$ cat config.mk
export PLATFORM = sky130hd
export DESIGN_NAME = dmp_prescaler
export DESIGN_NICKNAME = d
export VERILOG_FILES = /design/src/rtl/dmp_pkg.sv /design/src/rtl/dmp_cell23.sv /design/src/rtl/dmp_toggle.sv /design/src/rtl/dmp_mode_gate.sv /design/src/rtl/dmp_prescaler.sv
export SDC_FILE = /design/constraint.sdc
export NUM_CORES = 1
export LEC_CHECK = 0
export BUFFER_PORTS_ARGS = -buffer_cell sky130_fd_sc_hd__buf_2
export CELL_PAD_IN_SITES_DETAIL_PLACEMENT = 0
export CELL_PAD_IN_SITES_GLOBAL_PLACEMENT = 2
export CORE_AREA = 4 4 41 43
export CTS_BUF_LIST = sky130_fd_sc_hd__clkbuf_4 sky130_fd_sc_hd__clkbuf_8
export DETAILED_ROUTE_END_ITERATION = 12
export DIE_AREA = 0 0 45 47
export PLACE_DENSITY = 0.71
export SLEW_MARGIN = 25
export SYNTH_ARGS = -nofsm -noshare
export SYNTH_HDL_FRONTEND = slang
export SYNTH_HIERARCHICAL = 1
export SYNTH_SLANG_ARGS = --single-unit
$ cat constraint.sdc
create_clock -name clk_in -period 2.15 [get_ports clk_in]
set_input_delay 0.215 -clock clk_in [delete_from_list [all_inputs] [get_ports clk_in]]
set_output_delay 0.215 -clock clk_in [all_outputs]
set_load 0.005 [all_outputs]
$ cat src/rtl/dmp_pkg.sv
package dmp_pkg;

    // Phases of the two-or-three input cell
    typedef enum logic [1:0] {
        CELL_FIRST  = 2'd0,
        CELL_SECOND = 2'd1,
        CELL_EXTRA  = 2'd2
    } cell_state_e;

    // Phases of the ratio-select sampling gate
    typedef enum logic {
        GATE_SAMPLE = 1'b0,
        GATE_HOLD   = 1'b1
    } gate_state_e;

endpackage

$ cat src/rtl/dmp_cell23.sv
module dmp_cell23 (
    input  logic clk,
    input  logic rst_n,
    input  logic swallow_req,
    output logic tick
);
    import dmp_pkg::*;

    cell_state_e state_q;
    cell_state_e state_d;

    // State register
    always_ff @(posedge clk or negedge rst_n) begin
        if (!rst_n) begin
            state_q <= CELL_FIRST;
        end else begin
            state_q <= state_d;
        end
    end

    // Next-state logic
    always_comb begin
        state_d = state_q;
        unique case (state_q)
            CELL_FIRST:  state_d = CELL_SECOND;
            CELL_SECOND: state_d = swallow_req ? CELL_EXTRA : CELL_FIRST;
            CELL_EXTRA:  state_d = CELL_FIRST;
            default:     state_d = CELL_FIRST;
        endcase
    end

    // Output: the cell completes on its last input cycle
    always_comb begin
        tick = 1'b0;
        unique case (state_q)
            CELL_FIRST:  tick = 1'b0;
            CELL_SECOND: tick = !swallow_req;
            CELL_EXTRA:  tick = 1'b1;
            default:     tick = 1'b0;
        endcase
    end

    // The third phase is only reached on a swallow request
    AST_EXTRA_ONLY_ON_REQ: assert property (@(posedge clk) disable iff (!rst_n)
        (state_q == CELL_EXTRA) |-> $past(swallow_req)) else $error("extra phase without request");

    // A cell never completes on two adjacent input cycles
    AST_TICK_SPACING: assert property (@(posedge clk) disable iff (!rst_n)
        tick |=> !tick) else $error("adjacent ticks");

endmodule

$ cat src/rtl/dmp_toggle.sv
module dmp_toggle (
    input  logic clk,
    input  logic rst_n,
    input  logic en,
    output logic q
);

    always_ff @(posedge clk or negedge rst_n) begin
        if (!rst_n) begin
            q <= 1'b0;
        end else if (en) begin
            q <= !q;
        end
    end

    AST_TOGGLE_ON_EN: assert property (@(posedge clk) disable iff (!rst_n)
        en |=> (q != $past(q))) else $error("stage did not toggle");

    AST_HOLD_OFF_EN: assert property (@(posedge clk) disable iff (!rst_n)
        !en |=> $stable(q)) else $error("stage moved without enable");

endmodule

$ cat src/rtl/dmp_mode_gate.sv
module dmp_mode_gate (
    input  logic clk,
    input  logic rst_n,
    input  logic mode_in,
    input  logic all_ones,
    input  logic wrap,
    output logic mode_q,
    output logic swallow_req
);
    import dmp_pkg::*;

    gate_state_e gate_q;
    gate_state_e gate_d;

    // State register, plus the captured select
    always_ff @(posedge clk or negedge rst_n) begin
        if (!rst_n) begin
            gate_q <= GATE_SAMPLE;
            mode_q <= 1'b1;
        end else begin
            gate_q <= gate_d;
            if (gate_q == GATE_SAMPLE) begin
                mode_q <= mode_in;
            end
        end
    end

    // Next-state logic
    always_comb begin
        gate_d = gate_q;
        unique case (gate_q)
            GATE_SAMPLE: gate_d = GATE_HOLD;
            GATE_HOLD:   gate_d = wrap ? GATE_SAMPLE : GATE_HOLD;
            default:     gate_d = GATE_SAMPLE;
        endcase
    end

    // Output: NOR of the captured select with the NAND of the toggle stages
    always_comb begin
        swallow_req = ~(mode_q | ~all_ones);
    end

    AST_SELECT_FROZEN: assert property (@(posedge clk) disable iff (!rst_n)
        (gate_q == GATE_HOLD) |=> $stable(mode_q)) else $error("select changed mid-period");

    AST_NO_WRAP_WHILE_SAMPLING: assert property (@(posedge clk) disable iff (!rst_n)
        (gate_q == GATE_SAMPLE) |-> !wrap) else $error("wrap on sampling cycle");

endmodule

$ cat src/rtl/dmp_prescaler.sv
module dmp_prescaler #(
    parameter int STAGES = 4
) (
    input  logic clk_in,
    input  logic rst_n,
    input  logic ratio_sel,
    output logic div_clk,
    output logic period_end
);

    localparam int RATIO_LO = 2 << STAGES;
    localparam int RATIO_HI = RATIO_LO + 1;
    localparam int CNT_W    = $clog2(RATIO_HI + 1);

    logic              cell_tick;
    logic              swallow_req;
    logic              mode_q;
    logic              all_ones;
    logic [STAGES-1:0] stage_q;
    logic [STAGES:0]   carry;

    dmp_cell23 u_cell (
        .clk         (clk_in),
        .rst_n       (rst_n),
        .swallow_req (swallow_req),
        .tick        (cell_tick)
    );

    assign carry[0] = cell_tick;

    // Toggle chain; each stage is enabled by the carry that reaches it
    generate
        for (genvar k = 0; k < STAGES; k++) begin : g_stage
            dmp_toggle u_tff (
                .clk   (clk_in),
                .rst_n (rst_n),
                .en    (carry[k]),
                .q     (stage_q[k])
            );
            assign carry[k+1] = carry[k] & stage_q[k];
        end
    endgenerate

    assign all_ones = &stage_q;

    dmp_mode_gate u_gate (
        .clk         (clk_in),
        .rst_n       (rst_n),
        .mode_in     (ratio_sel),
        .all_ones    (all_ones),
        .wrap        (carry[STAGES]),
        .mode_q      (mode_q),
        .swallow_req (swallow_req)
    );

    // Outputs
    always_comb begin
        div_clk    = stage_q[STAGES-1];
        period_end = carry[STAGES];
    end

    // Independent period-length counter, used by the assertions below
    logic [CNT_W-1:0] len_cnt;
    always_ff @(posedge clk_in or negedge rst_n) begin
        if (!rst_n) begin
            len_cnt <= CNT_W'(1);
        end else if (period_end) begin
            len_cnt <= CNT_W'(1);
        end else begin
            len_cnt <= len_cnt + CNT_W'(1);
        end
    end

    AST_PERIOD_LEN_LO: assert property (@(posedge clk_in) disable iff (!rst_n)
        (period_end && mode_q) |-> (len_cnt == CNT_W'(RATIO_LO))) else $error("short period wrong");

    AST_PERIOD_LEN_HI: assert property (@(posedge clk_in) disable iff (!rst_n)
        (period_end && !mode_q) |-> (len_cnt == CNT_W'(RATIO_HI))) else $error("long period wrong");

    AST_NO_OVERFLOW: assert property (@(posedge clk_in) disable iff (!rst_n)
        len_cnt <= CNT_W'(RATIO_HI)) else $error("period overran");

    AST_WRAP_CLEARS: assert property (@(posedge clk_in) disable iff (!rst_n)
        period_end |=> (stage_q == '0 && !div_clk)) else $error("no clean wrap");

    always_comb begin
        if (rst_n == 1'b0) begin
            AST_RESET_QUIET: assert (!div_clk && !period_end) else $error("outputs active in reset");
        end
    end

endmodule

==> Word level (Yosys, flattened, before mapping) <==
Cells that the tools add are included.
{ "totals": {"mem_bits_rw": 0, "in_bits": 3, "elab_cells": 27, "romBits": 0, "mem_count": 0, "register_bits": 8, "output_inout_bits": 2, "latch_bits": 0} }
{ "op_classes": {"eq_ne": 2, "mul": 0, "reduce_logical": 6, "magnitude_cmp": 0, "shift": 0, "muxes": 5, "n_addsub": 0, "n_bitwise": 7, "div": 0} }
{ "ops": {"columns": ["operator", "n"], "rows": [
  ["1-bit AND", 4],
  ["1-bit zero test", 4],
  ["1-bit one-hot mux with 2 select lines", 2],
  ["2-bit one-hot mux with 2 select lines", 1],
  ["4-bit AND reduction", 1],
  ["2-bit by 1-bit equality test with 1-bit output, second input constant", 1],
  ["2-bit equality test, second input constant", 1],
  ["2-bit zero test", 1],
  ["2-bit two-way mux", 1],
  ["1-bit NOT", 2],
  ["1-bit two-way mux", 1],
  ["1-bit bitwise OR", 1]
]} }

==> Longest topological paths before layout <==
Gate-level depths: netlist (run 1).
{ "logic_depth": {"word_depth": 10, "ltp_mapped": 7, "ltp_nobuf": 7} }

==> Hierarchy <==
The synthesis (run 1) kept the hierarchy.
{ "modules_own_cells": {"columns": ["module", "n_inst", "seq_area_each_um2", "area_per_inst_um2", "cells_each"], "rows": [
  ["dmp_toggle", 4, 25.0, 33.8, 2],
  ["dmp_cell23", 1, 50.0, 128.9, 11],
  ["dmp_mode_gate", 1, 51.3, 76.3, 5],
  ["dmp_prescaler", 1, 0.0, 38.8, 5]
]} }

==> Least setup slack after synthesis (run 1) <==
Ideal clock, no wire load.
{ "synth_timing": {"path_kind": "flip-flop to output port", "start": "register g_stage[3].u_tff.q", "end": "output period_end", "path_stages_with_launch": 7, "t_required_ns": 1.935, "n_path_buf": 0, "arrival_time_ns": 1.316, "slack_ns": 0.619, "cell_sequence": "dfrtp_1 > and4_1 > nor2b_1 > nor2b_1 > o21a_1 > and4_4 > and2_1"} }
{ "synth_between": {"elab_chain_len": 8} }
{ "synth_rtl": {"columns": ["item", "line", "source"], "rows": [
  ["start, declared", "dmp_toggle.sv:5", "output logic q"],
  ["start signal, assigned", "dmp_toggle.sv:12", "q <= !q;"],
  ["4-bit AND reduction", "dmp_prescaler.sv:44", "assign all_ones = &stage_q;"],
  ["net all_ones", "dmp_prescaler.sv:18", "logic all_ones;"],
  ["1-bit NOT", "dmp_mode_gate.sv:40", "swallow_req = ~(mode_q | ~all_ones);"],
  ["1-bit bitwise OR", "dmp_mode_gate.sv:40", null],
  ["1-bit one-hot mux with 2 select lines", "dmp_cell23.sv:35", "unique case (state_q)"],
  ["net carry[0]", "dmp_prescaler.sv:20", "logic [STAGES:0] carry;"],
  ["1-bit AND (3 in series)", "dmp_prescaler.sv:40", "assign carry[k+1] = carry[k] & stage_q[k];"],
  ["net carry[3]", "dmp_prescaler.sv:20", null],
  ["1-bit AND", "dmp_prescaler.sv:40", null],
  ["end, declared", "dmp_prescaler.sv:8", "output logic period_end"]
]} }
The timed path passes the listed nets, and every way through them passes these cells.

==> Worst setup path in the final report (run 1) <==
{ "layout_timing": {"start": "register g_stage[1].u_tff.q", "end": "output period_end"} }
{ "layout_between": {"elab_chain_len": 8} }
{ "layout_rtl": {"columns": ["item", "line"], "rows": [
  ["start, declared", "dmp_toggle.sv:5"],
  ["start signal, assigned", "dmp_toggle.sv:12"],
  ["4-bit AND reduction", "dmp_prescaler.sv:44"],
  ["net all_ones", "dmp_prescaler.sv:18"],
  ["1-bit NOT", "dmp_mode_gate.sv:40"],
  ["1-bit bitwise OR", "dmp_mode_gate.sv:40"],
  ["1-bit one-hot mux with 2 select lines", "dmp_cell23.sv:35"],
  ["net carry[0]", "dmp_prescaler.sv:20"],
  ["1-bit AND (3 in series)", "dmp_prescaler.sv:40"],
  ["net carry[3]", "dmp_prescaler.sv:20"],
  ["1-bit AND", "dmp_prescaler.sv:40"]
]} }
The timed path passes the listed nets, and every way through them passes these cells.

==> reports/results.ini, run 1 <==
[worst_setup_path]
r2r_cells=7
startpoint=g_stage[1].u_tff/q
cp-start-kind=flop
end_kind=output pin
worstPathMaxFanout=4
timing.critical_path.required_ns=1.93
wp_data_arrival_ns=1.77
worstReg2RegStart=g_stage[1].u_tff/q
classification_of_the_worst_setup_path=reg -> out

[timing]
final-setup-viol-count=0
unrepaired_setup_endpoints_after_global_routing=no
drv_slew=0
finalHoldViolations=0
fmax_mhz=502.7
worst_slack_ns=0.1607
timing.setup.tns_ns=0
worstMarginPinSlew_ns=0.1770
final.min_clock_period_ns=1.989
timing.slew.headroom_pct=88.20
timing.final.crit_share_pct=92.53
timing.clock.skew_ns=0.005075

[final_layout]
final_cell_count_no_fill=53
fin_nets=46
areaGrowthSynthToFinish_pct=20.79
layout_cells_sized_above_1_pct=31.58
insertedDiodeCount=0

[placed_design]
preCtsSetupSlack_ns=0.4206
hpwl_um=440.5
port-buffer-count=4
place_inst=48
gpl.final_weighted_congestion=0.6871

[route]
first_pass_iters=2
wl_met2_um=256
drt-vias-per-instance=4.094
post_route_ant_nets=0
detailroute.via_count=217
m1WireLength_um=271
route.detailed.wl_per_inst_um=10.53
routed.top_layer=met4
wl_met3_um=26
first_iter_violations=2
drc_errors_left=0
wl_um=558

[logic_synthesis]
synth_edf_count=0
synth-warning-count=6
postSynthRegisterBits=8
synth_top_area_cell=sky130_fd_sc_hd__dfrtp_1
yosysMostFrequentCell=sky130_fd_sc_hd__dfrtp_1
synthArstFlopShare_pct=100.0
synth_nets=36
synth.cell_area_um2=379.1
post-synth-top-area-fraction_pct=46.20
synth_top_cells_by_count=7 x sky130_fd_sc_hd__dfrtp_1, 4 x sky130_fd_sc_hd__ha_1, 4 x sky130_fd_sc_hd__xor2_1
synth_top_area_cells=sky130_fd_sc_hd__dfrtp_1 46%, sky130_fd_sc_hd__ha_1 13%, sky130_fd_sc_hd__xor2_1 9.2%
synth.yosys.seq_area_share_pct=53.14
synth_cell_type_count=14
synth_area_per_cell_um2=13.07
dominantRegCellSynth=sky130_fd_sc_hd__dfrtp_1
synthCells=29

[min_path]
worstHoldStart=ratio_sel
hold_path_depth=2
worstHoldPathType=in -> reg

[power]
power_leakage_nw=0.2274
pwr_density_cell_nw_per_um2=1237
p_int_mw=0.3927
sw_frac_of_total_pct=30.65
power.combinational.fraction_pct=27.7
power.switching_mw=0.1735
worst_ir_drop_vdd_uv=437.2
power.sequential.fraction_pct=49.1
clkPwrFrac_pct=23.2

[clock_tree]
clk_path_buf_depth=2
cts.reportedPaths.clkPinSlew_ns=0.06
tritoncts=done
root_buffer=sky130_fd_sc_hd__clkbuf_4
h-tree-depth=1
tritoncts_num_sinks=8
clock_insertion_delay_worst_skew_ns=0.24
post_cts.resized_instances=0
numCtsBuffers=3

[global_route]
first_pass_grt_wire_length_um=952
globalRoute.totalOverflow=0
antenna_found_initial=0
grt.total_usage_pct=6.464
via_count_of_the_first_global_routing_pass=216
grt_max_degree=9

[floorplanning]
die_height_um=47
die_w_um=45
io_pins=5
rows=13
die-area_um2=2115
initial_core_util_pct=29.13
core_region_area_um2=1301

[run]
max_cap_violations=0

[run_status]
outcome=finished, final reports clean

==> layout by cell type (no fill, tap or decap) <==
cell / n
sky130_fd_sc_hd__mux2_4: 1
sky130_fd_sc_hd__and3_1: 1
sky130_fd_sc_hd__nand2_1: 1
sky130_fd_sc_hd__ha_1: 4
sky130_fd_sc_hd__dfstp_2: 1
sky130_fd_sc_hd__and2_2: 1
sky130_fd_sc_hd__buf_2: 4
sky130_fd_sc_hd__o21a_1: 1
sky130_fd_sc_hd__and4_1: 1
sky130_fd_sc_hd__clkbuf_4: 4
sky130_fd_sc_hd__xor2_1: 4
sky130_fd_sc_hd__inv_1: 2
sky130_fd_sc_hd__and2_1: 2
sky130_fd_sc_hd__nor2b_1: 2
sky130_fd_sc_hd__and4_4: 1
sky130_fd_sc_hd__dlygate4sd3_1: 1
sky130_fd_sc_hd__dfrtp_1: 7
==> timing repair <==
action                                 CTS  global route
hold buffers                             1             0
setup buffers                            0             0
endpoints found under the hold margin    7             0
==> layer usage <==
metal,vias to the layer above,global-route usage [%]
met5,-,0
met3,2,2.299
met4,0,3.509
met2,3,9.040
met1,101,8.665
li1,111,-
==> cells by family (layout without fill, tap and decap cells) <==
family | after synthesis | count (layout) | share of synthesized area (%)
mux | 1 | 1 | 3.959
simple gates | 9 | 9 | 16.50
compound gates | 1 | 1 | 1.981
flops | 8 | 8 | 53.14
fa+ha+maj | 4 | 4 | 13.20
buf+inv | 2 | 11 | 1.981
xor+xnor | 4 | 4 | 9.240
==> worst paths after layout <==
check,endpoint,slack (ns)
min in group asynchronous,u_cell/state_q[0],0.33
max in group asynchronous,u_gate/mode_q,1.58
worst min register to register,u_gate/gate_q,0.47
worst min-delay path,u_gate/mode_q,0.21
worst max-delay path,period_end,0.16
worst max register to register,u_gate/gate_q,0.56
==> sequential cells by signal, indices dropped and copies added (netlist names) <==
signal,flops
u_gate/mode_q,1
u_gate/gate_q,1
g_stage.u_tff/q,4
u_cell/state_q,2
==> cell type report <==
type / instances / area (µm²)
Timing Repair Buffer: 5 / 30.03
Multi-Input combinational cell: 19 / 170.2
Tap cell: 15 / 18.77
Sequential cell: 8 / 201.4
Inverter: 2 / 7.507
Fill cell: 134 / 843.3
Clock buffer: 4 / 30.03
==> critical path, stage by stage (launching register included) <==
cell                      delay [ns]
sky130_fd_sc_hd__dfrtp_1        0.42
sky130_fd_sc_hd__and4_1         0.21
sky130_fd_sc_hd__nor2b_1        0.13
sky130_fd_sc_hd__nor2b_1        0.10
sky130_fd_sc_hd__o21a_1         0.19
sky130_fd_sc_hd__and4_4         0.23
sky130_fd_sc_hd__and2_1         0.13
sky130_fd_sc_hd__buf_2          0.11
==> power groups by stage <==
stage,clock [mW],sequential (mW),combinational [mW]
finish,0.131,0.278,0.157
global route,0.141,0.288,0.181
CTS,0.137,0.279,0.162
detailed placement,0,0.281,0.158
global placement,0,0.277,0.152
floorplan,0,0.266,0.121
==> metrics by stage <==
step / utilization [%] / hold WS [ns] / power (mW) / cell area (µm²)
2_1_floorplan: - / -0.08059 / 0.3869 / 379.1
3_3_place_gp: 32.12 / 0.06253 / 0.4290 / 417.9
3_5_place_dp: 32.12 / 0.06522 / 0.4399 / 417.9
4_1_cts: 35.19 / 0.2016 / 0.5775 / 457.9
5_1_grt: 35.19 / 0.2013 / 0.6106 / 457.9
6_report: 35.19 / 0.2082 / 0.5663 / 457.9
No activity file was read; power rests on OpenSTA's default activity.
==> run 2: changes to the inputs <==
- PLACE_DENSITY: 0.71 -> 0.7
- SYNTH_HIERARCHICAL: 1 -> default
==> run 2 against run 1 <==
  * First-iteration DRC count increased to 4.5 times the previous value
  * Via count increased by 24%
  * Clock power increased by 4%
  * Sequential power increased by 6%
  * Sequential share of layout area increased by 0.98 points
  * Synthesized area decreased by 2.6%
  * Worst setup slack improved by 0.020 ns
  * Die area unchanged
  * Global-route usage increased by 2.1 points
  * Cell count unchanged
==> reports/results.ini, run 2 <==
[logic_synthesis]
synthCells=29  ; unchanged
synth_cell_type_count=16  ; was 14
synthArstFlopShare_pct=100.0  ; unchanged
synth_top_area_cell=sky130_fd_sc_hd__dfrtp_1  ; unchanged
synth-warning-count=0  ; was 6
synth_area_per_cell_um2=12.73  ; was 13.07 µm²
synth.cell_area_um2=369.1  ; was 379.1 µm²
synth_nets=35  ; was 36
yosysMostFrequentCell=sky130_fd_sc_hd__dfrtp_1  ; unchanged
synth.yosys.seq_area_share_pct=54.58  ; was 53.14%
post-synth-top-area-fraction_pct=47.46  ; was 46.20%
dominantRegCellSynth=sky130_fd_sc_hd__dfrtp_1  ; unchanged
synth_top_cells_by_count=7 x sky130_fd_sc_hd__dfrtp_1, 3 x sky130_fd_sc_hd__ha_1  ; was 7 x sky130_fd_sc_hd__dfrtp_1, 4 x sky130_fd_sc_hd__ha_1, 4 x sky130_fd_sc_hd__xor2_1
synth_top_area_cells=sky130_fd_sc_hd__dfrtp_1 47%, sky130_fd_sc_hd__ha_1 10%, sky130_fd_sc_hd__dfstp_2 7.1%  ; was sky130_fd_sc_hd__dfrtp_1 46%, sky130_fd_sc_hd__ha_1 13%, sky130_fd_sc_hd__xor2_1 9.2%
postSynthRegisterBits=8  ; unchanged
synth_edf_count=0  ; unchanged

[placed_design]
port-buffer-count=4  ; unchanged
hpwl_um=526.1  ; was 440.5 µm
gpl.final_weighted_congestion=0.8017  ; was 0.6871
place_area_um2=407.9  ; was 417.9 µm²

[floorplanning]
initial_core_util_pct=28.37  ; was 29.13%
die_height_um=47  ; unchanged
die_w_um=45  ; unchanged
die-area_um2=2115  ; unchanged
rows=13  ; unchanged
core_region_area_um2=1301  ; unchanged
io_pins=5  ; unchanged

[timing]
final-setup-viol-count=0  ; unchanged
timing.clock.skew_ns=0.01249  ; was 0.005075 ns
timing.slew.headroom_pct=75.51  ; was 88.20%
timing.setup.tns_ns=0  ; unchanged
drv_slew=0  ; unchanged
finalHoldViolations=0  ; unchanged
unrepaired_setup_endpoints_after_global_routing=no  ; unchanged
fmax_mhz=507.7  ; was 502.7 MHz
final.min_clock_period_ns=1.970  ; was 1.989 ns
worstMarginPinSlew_ns=0.3666  ; was 0.1770 ns
timing.final.crit_share_pct=91.61  ; was 92.53%

[run_status]
outcome=finished, final reports clean  ; unchanged

[final_layout]
areaGrowthSynthToFinish_pct=21.36  ; was 20.79%
registers.top_by_ff_count=g_stage.u_tff.q  ; was g_stage.u_tff/q
final_design_area_no_fill_um2=447.9  ; was 457.9 µm²
layout_commonest_cell=sky130_fd_sc_hd__dfrtp_1  ; unchanged
insertedDiodeCount=0  ; unchanged
layout_common_cells=7 x sky130_fd_sc_hd__dfrtp_1, 4 x sky130_fd_sc_hd__clkbuf_4, 4 x sky130_fd_sc_hd__buf_2  ; was 7 x sky130_fd_sc_hd__dfrtp_1, 4 x sky130_fd_sc_hd__clkbuf_4, 4 x sky130_fd_sc_hd__xor2_1, 4 x sky130_fd_sc_hd__buf_2, 4 x sky130_fd_sc_hd__ha_1
layout_top_registers=g_stage.u_tff.q x4, u_cell.state_q x2  ; was g_stage.u_tff/q x4, u_cell/state_q x2
flip_flop_count_of_the_largest_register_after_layout=4  ; unchanged
fin_nets=45  ; was 46
layout_cells_sized_above_1_pct=28.95  ; was 31.58%

[clock_tree]
clock_insertion_delay_worst_skew_ns=0.26  ; was 0.24 ns
tritoncts=done  ; unchanged
root_buffer=sky130_fd_sc_hd__clkbuf_4  ; unchanged
tritoncts_num_sinks=8  ; unchanged
numCtsBuffers=3  ; unchanged
clk_path_buf_depth=2  ; unchanged
cts.reportedPaths.clkPinSlew_ns=0.05  ; was 0.06 ns
h-tree-depth=1  ; unchanged

[power]
pwr_density_cell_nw_per_um2=1390  ; was 1237 nW/µm²
finalPower_mw=0.6228  ; was 0.5663 mW
power_leakage_nw=0.1878  ; was 0.2274 nW
worst_ir_drop_vdd_uv=537.6  ; was 437.2 µV

[global_route]
use_met2_pct=12.99  ; was 9.040%
grt.total_usage_pct=8.599  ; was 6.464%
via_count_of_the_first_global_routing_pass=262  ; was 216
grt.met3_usage_pct=3.831  ; was 2.299%
grt_max_degree=9  ; unchanged
globalRoute.totalOverflow=0  ; unchanged
grt.met1_usage_pct=9.302  ; was 8.665%
first_pass_grt_wire_length_mm=1.186  ; was 952 µm
grt-busiest-layer=met2  ; unchanged
antenna_found_initial=0  ; unchanged

[route]
wl_um=679  ; was 558 µm
post_route_ant_nets=0  ; unchanged
first_iter_violations=9  ; was 2
first_pass_iters=4  ; was 2
detailroute.via_count=270  ; was 217
drt-vias-per-instance=5.094  ; was 4.094
drc_errors_left=0  ; unchanged
route.detailed.wl_per_inst_um=12.81  ; was 10.53 µm

[run]
max_cap_violations=0  ; unchanged

[worst_setup_path]
end_kind=output pin  ; unchanged
cp-start-kind=flop  ; unchanged
timing.critical_path.slowest_stage_cell=sky130_fd_sc_hd__dfrtp_1  ; unchanged
worstPathMaxFanout=6  ; was 4
critical_path.cell_chain=inv_1 -> ha_1 -> o21a_1 -> nor3b_1 -> buf_2  ; was and4_1 -> nor2b_1 -> nor2b_1 -> o21a_1 -> and4_4 -> and2_1 -> buf_2
critPathTopFamily=flip-flops  ; was simple AND/OR/NAND/NOR gates
classification_of_the_worst_setup_path=reg -> out  ; unchanged
timing.critical_path.required_ns=1.93  ; about the same
cp_num_buf_inv=2  ; was 1
critPathMaxStageDelay_ns=0.38  ; was 0.42 ns
wp_data_arrival_ns=1.75  ; was 1.77 ns

[min_path]
worstHoldPathType=in -> reg  ; unchanged

[run 2: cell count changes after synthesis, sizes merged, moves of 2 or more]
cell,delta
and4,-2
and2,-3
xor2,-4
nor2,+2
nor3b,+2
a41oi,+2
nor2b,-2
xnor2,+2
[run 2: worst reg2reg max path, stage by stage, from the launching register on]
cell and delay [ns]:
sky130_fd_sc_hd__dfrtp_1 0.38, sky130_fd_sc_hd__inv_1 0.09, sky130_fd_sc_hd__ha_1 0.23, sky130_fd_sc_hd__o21a_1 0.26, sky130_fd_sc_hd__nor3b_1 0.37, sky130_fd_sc_hd__nand2_1 0.09
[run 2: cell type report]
class	count	area, µm²
Fill cell	142	853.3
Sequential cell	8	201.4
Multi-Input combinational cell	19	160.2
Clock buffer	4	30.03
Timing Repair Buffer	5	30.03
Tap cell	15	18.77
Inverter	2	7.507
[run 2: cells by family after synthesis]
logic type	count (synthesis)	share of synthesized area [%]
muxes	1	3.051
DFF	8	54.58
xor gates and xnor gates	2	4.747
and+or+nand+nor	6	10.51
AOI/OAI and AO/OA	7	14.92
adders and majority gates	3	10.17
buffers and inverters	2	2.035
[run 2: worst paths after layout]
kind / slack (ns) / startpoint / to / cells past startpoint
max: 0.18 / u_cell.state_q[0] / period_end / 5
min: 0.21 / ratio_sel / u_gate.mode_q / 2
max reg2reg: 0.62 / u_cell.state_q[0] / u_gate.gate_q / 5
min reg2reg: 0.43 / u_gate.gate_q / u_gate.gate_q / 1
max in group asynchronous: 1.57 / rst_n / u_gate.mode_q / 2
min in group asynchronous: 0.33 / rst_n / g_stage[0].u_tff.q / 2
[run 2: metrics by stage]
stage	utilization, %	setup slack, ns	hold slack [ns]	cells
floorplan	-	0.7698	-0.08059	29
global placement	31.35	0.5078	0.06221	48
detailed placement	31.35	0.4277	0.07603	48
CTS	34.42	0.1390	0.1986	53
global route	34.42	0.01377	0.1941	53
finish	34.42	0.1804	0.2050	53
[run 2: where the power goes]
group | leakage (nW) | total (mW) | internal, mW | switching [mW]
clock network | 0.0184 | 0.136 | 0.0837 | 0.0525
registers | 0.0901 | 0.294 | 0.218 | 0.0757
logic | 0.0793 | 0.193 | 0.101 | 0.0923
total | 0.188 | 0.623 | 0.402 | 0.221
[run 2: routing by layer]
metal / part of all wire [%] / vias to the layer above
li1: - / 125
met1: 41 / 134
met2: 53 / 11
met3: 6.3 / 0
met4: 0 / 0
met5: 0 / -
[run 2: repair_timing]
action,4_1_cts,5_1_grt
setup buffers,0,0
hold endpoints to repair,7,0
resized for setup,0,0
hold buffers,1,0
